==> config.mk <==
export PLATFORM = sky130hd
export DESIGN_NAME = bank_load_top
export DESIGN_NICKNAME = d
export VERILOG_FILES = /design/src/rtl/bank_load_pkg.sv /design/src/rtl/bank_sel_regs.sv /design/src/rtl/load_ctrl.sv /design/src/rtl/bank_mux_load.sv /design/src/rtl/bank_load_top.sv
export SDC_FILE = /design/constraint.sdc
export NUM_CORES = 2
export LEC_CHECK = 0
export CORE_AREA = 2 2 765 767
export CTS_CLUSTER_SIZE = 40
export DETAILED_ROUTE_END_ITERATION = 12
export DIE_AREA = 0 0 767 769
export PLACE_DENSITY = 0.31
export REMOVE_ABC_BUFFERS = 1
export SETUP_SLACK_MARGIN = 0.2
export SLEW_MARGIN = 15
export SYNTH_ARGS = -nofsm -noshare
export SYNTH_HDL_FRONTEND = slang
export SYNTH_HIERARCHICAL = 1
export SYNTH_SLANG_ARGS = --single-unit
==> constraint.sdc <==
create_clock -name clk -period 3.2 [get_ports clk]
set_input_delay 0.48 -clock clk [delete_from_list [all_inputs] [get_ports clk]]
set_output_delay 0.48 -clock clk [all_outputs]
set_load 0.1 [all_outputs]
==> src/rtl/bank_load_pkg.sv <==
package bank_load_pkg;
    typedef enum logic [0:0] {
        LD_IDLE   = 1'b0,
        LD_ACTIVE = 1'b1
    } ld_state_e;
endpackage

==> src/rtl/bank_sel_regs.sv <==
module bank_sel_regs #(
    parameter int NUM_GROUPS = 5,
    parameter int GROUP_W    = 8,
    parameter int GIDX_W     = 3,
    localparam int CH        = NUM_GROUPS * GROUP_W
) (
    input  logic              clk,
    input  logic              rst_n,
    input  logic              wr_en,
    input  logic [GIDX_W-1:0] wr_grp,
    input  logic [GROUP_W-1:0] wr_data,
    input  logic              all_en,
    input  logic              all_val,
    output logic [CH-1:0]     sel_q
);

    always_ff @(posedge clk or negedge rst_n) begin
        if (!rst_n) begin
            sel_q <= '0;
        end else if (all_en) begin
            sel_q <= {CH{all_val}};
        end else if (wr_en) begin
            for (int g = 0; g < NUM_GROUPS; g++) begin
                if (wr_grp == GIDX_W'(g)) begin
                    sel_q[g*GROUP_W +: GROUP_W] <= wr_data;
                end
            end
        end
    end

    a_r4_global_set: assert property (@(posedge clk) disable iff (!rst_n)
        all_en |=> (sel_q == {CH{$past(all_val)}}));

    a_r3_bad_group_ignored: assert property (@(posedge clk) disable iff (!rst_n)
        (wr_en && !all_en && (int'(wr_grp) >= NUM_GROUPS)) |=> $stable(sel_q));

    for (genvar g = 0; g < NUM_GROUPS; g++) begin : g_wr_chk
        a_r1_group_write: assert property (@(posedge clk) disable iff (!rst_n)
            (wr_en && !all_en && (wr_grp == GIDX_W'(g)))
                |=> (sel_q[g*GROUP_W +: GROUP_W] == $past(wr_data)));
    end

endmodule

==> src/rtl/load_ctrl.sv <==
module load_ctrl
    import bank_load_pkg::*;
(
    input  logic clk,
    input  logic rst_n,
    input  logic ldac_n,
    output logic load_en
);

    logic      strobe_s1_q;
    ld_state_e state_q;
    ld_state_e state_d;

    always_ff @(posedge clk or negedge rst_n) begin
        if (!rst_n) strobe_s1_q <= 1'b1;
        else        strobe_s1_q <= ldac_n;
    end

    always_ff @(posedge clk or negedge rst_n) begin
        if (!rst_n) state_q <= LD_IDLE;
        else        state_q <= state_d;
    end

    always_comb begin
        state_d = state_q;
        unique case (state_q)
            LD_IDLE:   if (!strobe_s1_q) state_d = LD_ACTIVE; // ARM, else WAIT
            LD_ACTIVE: if (strobe_s1_q)  state_d = LD_IDLE;   // RELEASE, else HOLD
            default:   state_d = LD_IDLE;
        endcase
    end

    always_comb begin
        unique case (state_q)
            LD_ACTIVE: load_en = 1'b1;
            default:   load_en = 1'b0;
        endcase
    end

    a_r5_arm_after_strobe: assert property (@(posedge clk) disable iff (!rst_n)
        $fell(strobe_s1_q) |=> load_en);

    a_r7_release: assert property (@(posedge clk) disable iff (!rst_n)
        $rose(strobe_s1_q) |=> !load_en);

endmodule

==> src/rtl/bank_mux_load.sv <==
module bank_mux_load #(
    parameter int            CH         = 40,
    parameter int            CODE_W     = 16,
    parameter logic [15:0]   RESET_CODE = 16'h8000
) (
    input  logic                 clk,
    input  logic                 rst_n,
    input  logic                 load_en,
    input  logic [CH-1:0]        sel,
    input  logic [CH*CODE_W-1:0] code_a,
    input  logic [CH*CODE_W-1:0] code_b,
    output logic [CH*CODE_W-1:0] dac_q
);

    for (genvar c = 0; c < CH; c++) begin : g_ch
        logic [CODE_W-1:0] pick;

        always_comb begin
            pick = sel[c] ? code_b[c*CODE_W +: CODE_W] : code_a[c*CODE_W +: CODE_W];
        end

        always_ff @(posedge clk or negedge rst_n) begin
            if (!rst_n)       dac_q[c*CODE_W +: CODE_W] <= CODE_W'(RESET_CODE);
            else if (load_en) dac_q[c*CODE_W +: CODE_W] <= pick;
        end

        a_r2_bank_route: assert property (@(posedge clk) disable iff (!rst_n)
            load_en |=> (dac_q[c*CODE_W +: CODE_W] ==
                ($past(sel[c]) ? $past(code_b[c*CODE_W +: CODE_W])
                               : $past(code_a[c*CODE_W +: CODE_W]))));
    end

    a_r7_hold_idle: assert property (@(posedge clk) disable iff (!rst_n)
        !load_en |=> $stable(dac_q));

endmodule

==> src/rtl/bank_load_top.sv <==
module bank_load_top #(
    parameter int          NUM_GROUPS = 5,
    parameter int          GROUP_W    = 8,
    parameter int          CODE_W     = 16,
    parameter logic [15:0] RESET_CODE = 16'h8000,
    localparam int         CH         = NUM_GROUPS * GROUP_W,
    localparam int         GIDX_W     = (NUM_GROUPS > 1) ? $clog2(NUM_GROUPS) : 1
) (
    input  logic                 clk,
    input  logic                 rst_n,
    input  logic                 ldac_n,
    input  logic                 sel_wr_en,
    input  logic [GIDX_W-1:0]    sel_wr_grp,
    input  logic [GROUP_W-1:0]   sel_wr_data,
    input  logic                 sel_all_en,
    input  logic                 sel_all_val,
    input  logic [CH*CODE_W-1:0] code_a_i,
    input  logic [CH*CODE_W-1:0] code_b_i,
    output logic [CH*CODE_W-1:0] dac_o
);

    logic [CH-1:0] sel;
    logic          load_en;

    bank_sel_regs #(
        .NUM_GROUPS(NUM_GROUPS),
        .GROUP_W   (GROUP_W),
        .GIDX_W    (GIDX_W)
    ) u_sel (
        .clk    (clk),
        .rst_n  (rst_n),
        .wr_en  (sel_wr_en),
        .wr_grp (sel_wr_grp),
        .wr_data(sel_wr_data),
        .all_en (sel_all_en),
        .all_val(sel_all_val),
        .sel_q  (sel)
    );

    load_ctrl u_ctrl (
        .clk    (clk),
        .rst_n  (rst_n),
        .ldac_n (ldac_n),
        .load_en(load_en)
    );

    bank_mux_load #(
        .CH        (CH),
        .CODE_W    (CODE_W),
        .RESET_CODE(RESET_CODE)
    ) u_load (
        .clk    (clk),
        .rst_n  (rst_n),
        .load_en(load_en),
        .sel    (sel),
        .code_a (code_a_i),
        .code_b (code_b_i),
        .dac_q  (dac_o)
    );

    a_r8_no_load_after_reset: assert property (@(posedge clk)
        $rose(rst_n) |-> !load_en);

endmodule

### Word level (Yosys, flattened, before mapping)

Index checks and enable logic that the tools add are counted.

* flip-flop bits (word level): 682
* bits of input ports: 1297
* logic and storage cells: 112

* equality and inequality tests: 4
* muxes and demuxes: 49
* reduce and logical (&&, ||, !) cells: 12

Operator list (number)
* $mux 16: 40
* $mux 40: 2
* $mux 8: 5
* $reduce_bool 2->1: 6
* $reduce_and 2->1: 5
* $eq 3x2->1 const B: 2
* $eq 3x1->1 const B: 1
* $eq 3x3->1 const B: 1
* $logic_not 3->1: 1
* $mux 1: 2

### Longest topological paths before layout

* depth in word-level cells: 4
* depth in mapped cells: 5

### Hierarchy

Netlist, hierarchy kept.

By module, submodules not included
* bank_mux_load: instances 1, cells an instance 2782, area an instance 29385.7 µm²
* bank_sel_regs: instances 1, cells an instance 109, area an instance 1676.6 µm²
* load_ctrl: instances 1, cells an instance 3, area an instance 55.1 µm²

### Worst setup path before layout

OpenSTA, ideal clock, no wires.

* path kind: input to register
* start point: input port sel_wr_en
* end point: register u_sel.sel_q[10]
* arrival: 1.367 ns
* required time: 3.075 ns
* slack: 1.708 ns
* cell stages on the path: 4
* path buffers: 1
* path through: nor2b_1 > buf_6 > a31oi_4 > mux2_2

* cells in the longest elaborated chain, start to end: 2

RTL lines
* start: declaration: RTL line bank_load_top.sv:12 `input logic sel_wr_en,`
* $reduce_bool 2->1 (no source line)
* $reduce_and 2->1 (no source line)
* end signal: assignment: RTL line bank_sel_regs.sv:21 `sel_q <= {CH{all_val}};`
* end signal: indexed assignment: RTL line bank_sel_regs.sv:25 `sel_q[g*GROUP_W +: GROUP_W] <= wr_data;`
* end: declaration: RTL line bank_sel_regs.sv:14 `output logic [CH-1:0] sel_q`

Every way passes these cells.
A chain may end at the register's enable or synchronous reset.

### Final worst setup path

* start point: register u_load.dac_q[559]
* end point: output port dac_o[559]

RTL lines
* start: declaration: RTL line bank_mux_load.sv:12 `output logic [CH*CODE_W-1:0] dac_q`
* start signal: indexed assignment: RTL line bank_mux_load.sv:23 `if (!rst_n) dac_q[c*CODE_W +: CODE_W] <= CODE_W'(RESET_CODE);`
* start signal: indexed assignment: RTL line bank_mux_load.sv:24 `else if (load_en) dac_q[c*CODE_W +: CODE_W] <= pick;`
* end: declaration: RTL line bank_load_top.sv:19 `output logic [CH*CODE_W-1:0] dac_o`

No word-level cell between the ends.

==> metrics.md <==
| Metric | Value |
|---|---|
| GP Congestion | `just under 1` |
| Crit-path max cell delay | `~670 ps` |
| R2R Path Start | `u_ctrl/state_q$_DFF_PN0_` |
| Initial antenna violation count | `207` |
| # DRC | `0` |
| Critical-path top delay cell | `buf_2` |
| Worst Hold Endpoint | `u_load/dac_q[351]$_DFFE_PN1P_` |
| Synth-to-Final Area Change | `100%` |
| Dpl hpwl | `398000 um` |
| Fin cells | `around 13000` |
| VDD IR max | `0.371 mV` |
| Clock root cell | `clkbuf_16` |
| GRT met3 Usage | `a little under an eighth` |
| Achievable Freq | `0.385 GHz` |
| GRT met1 Usage | `a little over an eighth` |
| Die Height | `~770 um` |
| Final Slew Violations | `0` |
| Final hold viol count | `0` |
| Post-synthesis cell area | `0.0311 mm^2` |
| Critical Path Sink Type | `output port` |
| DRT antenna net count | `0` |
| Net count, final | `6150` |
| Area after DPL | `roughly 0.06 mm^2` |
| #FFs+latches synth | `around 680` |
| GRT overflow | `0` |
| Crit start category | `register` |
| Port buffer count | `1936` |
| Worst hold path depth | `3` |
| Area leader, netlist | `dfrtp_1` |
| Reg2reg setup slack | `about 950 ps` |
| Worst-Margin Slew | `1030 ps` |
| Vias in the first global route | `33700` |
| Iter 0 DRT Violations | `1893` |
| Most common library cell in the layout ignoring fill and taps | `clkdlybuf4s50_1` |
| Final instance area | `a little over 0.06 mm^2` |
| Register-to-Register Path Depth | `3` |
| Min-delay src | `code_b_i[351]` |
| Clock tree from TritonCTS | `done` |
| Critical Path RT | `around 2700 ps` |
| CTS Buffer Depth | `4` |
| Clock-pin slew on the worst setup and hold paths | `roughly 60 ps` |
| CP Cell Sequence | `buf_2` |
| Leakage | `between 20 and 25 nW` |
| Slew margin rel. | `29.6%` |
| Routed vias/inst | `2.52` |
| Num rows | `280` |
| Die area | `a little under 0.6 mm^2` |
| Outcome | `finished, final reports clean` |
| Routed WL | `~440000 um` |
| Largest net degree at the start of global routing | `93` |
| Core Box Area | `0.581 mm^2` |
| Worst setup path start | `u_load/dac_q[559]$_DFFE_PN1P_` |
| Setup ws final | `around 600 ps` |
| RSZ-0062 raised after global routing | `no` |
| Initial Utilization | `around 5.4%` |
| Die width | `approximately 770 um` |
| Final critical-path required period | `~2600 ps` |
| Setup violators final | `0` |
| Max H-tree Level | `3` |
| CTS buffer count | `around 110` |
| Global route hottest layer | `met2` |
| Routed via count | `approximately 32000` |
| Wire per inst | `approximately 34 um` |
| Worst Hold Class | `in2reg` |
| Setup_tns | `0 ps` |
| Syn. warnings | `6` |
| Met2 Use GR | `a little under a quarter` |
| Final period util | `roughly four fifths` |
| P per Cell Area | `675 mW/mm^2` |
| Arrival time worst endpoint | `between 2000 and 2500 ps` |
| Reg2reg end | `u_load/dac_q[158]$_DFFE_PN0P_` |
| Syn Area/Cell | `around 11 um^2` |
| Area contributors post-synth | `dfrtp_1 (52%), mux2i_1 (21%), a21oi_1 (10%)` |
| Global-route wire length before repair | `a little over 500000 um` |
| Share of the synthesized area in the top cell type | `approximately half` |
| Setup Crit Path Kind | `reg2out` |
| DP Worst Slack | `~650 ps` |
| Dpl cells | `12500` |
| CP delay by family, top | `buffers and inverters` |
| Commonest non-fill, non-tap cells in the layout | `clkdlybuf4s50_1 (1294), mux2i_1 (640), nor2_1 (640), a21oi_1 (640), dfrtp_1 (617)` |
| Share of cells above drive strength 1 | `21.7%` |
| Clk sinks | `a little under 700` |
| CP max FO | `2` |
| Max cap viols | `0` |
| Mapped Cells | `a little under 3000` |
| Synth cell types | `19` |
| Top Ports | `1937` |
| Aggregate global-route resource usage | `about 14%` |
| Pre-antenna DRT Iters | `7` |
| Total power | `42.0 mW` |
| Clk_lat worst skew | `slightly below 900 ps` |
| Skew final | `66.8 ps` |
| Buf/Inv on CP | `1` |
| Setup Buffers After CTS | `0` |
| Seq/Total Area, Yosys | `55.0%` |
-- synthesized netlist by cell type --
master,number
dfrtp_1,641
a21oi_1,640
mux2i_1,640
nor2_1,640
buf_2,141
dfstp_2,41
buf_4,39
clkbuf_4,37
mux2_2,37
inv_1,11
o21ai_0,8
a31oi_4,4
buf_6,4
clkbuf_1,4
mux2_1,3
a21oi_4,1
nand2_2,1
nor2_2,1
nor2b_1,1
-- registers in the layout (all words and copies together), names as in the netlist --
name / cells
u_ctrl/state_q: 1
u_ctrl/strobe_s1_q: 1
u_load/dac_q: 640
u_sel/sel_q: 40
-- where the power goes --
group	leakage [nW]	switching, mW	internal [mW]
sequential	7.56	1.15	9.80
combinational	14.5	14.2	4.01
clock	1.81	5.16	7.74
total	23.9	20.5	21.5
-- repair_timing --
action / CTS / global route
endpoints found under the hold margin: 9 / 0
hold buffers: 2 / 0
gates resized for setup: 0 / 0
-- layer usage --
layer  share of wire [%]  vias to the layer above
met5               0.066                        -
met2                  46                     1959
met1                  33                    15600
met4                 2.8                       42
li1                    -                    14100
met3                  18                      512
-- metrics by stage --
step / hold slack (ps) / util (%)
floorplan: 184 / -
global placement: 410 / 10.1
detailed placement: 411 / 10.1
CTS: 104 / 10.7
global route: 182 / 10.7
finish: 229 / 10.7
-- cells by family after synthesis --
family / count (synthesis) / synth area share, %
buf+inv: 236 / 4.43
simple gates: 643 / 7.78
compound gates: 653 / 10.7
mux: 680 / 22.0
flops: 682 / 55.0
-- area by class of cell --
class                           instances  area [um^2]
Sequential cell                       682        17200
Timing Repair Buffer                 2074        18800
Multi-Input combinational cell       1976        12700
Inverter                               11         41.3
Fill cell                           67100       519000
Tap cell                             7755         9700
Antenna cell                           52          130
Clock inverter                         45          613
Clock buffer                          151         3080
-- worst max path at each step --
stage / end / slack [ps] / cells past startpoint
global placement: u_sel/sel_q[8]$_DFFE_PN0P_ / 610 / 5
CTS: dac_o[559] / 490 / 1
detailed placement: u_sel/sel_q[8]$_DFFE_PN0P_ / 650 / 5
global route: dac_o[559] / 520 / 1
floorplan: u_load/dac_q[111]$_DFFE_PN1P_ / -16790 / 2
finish: dac_o[559] / 600 / 1
(Power assumes the default switching activity.)
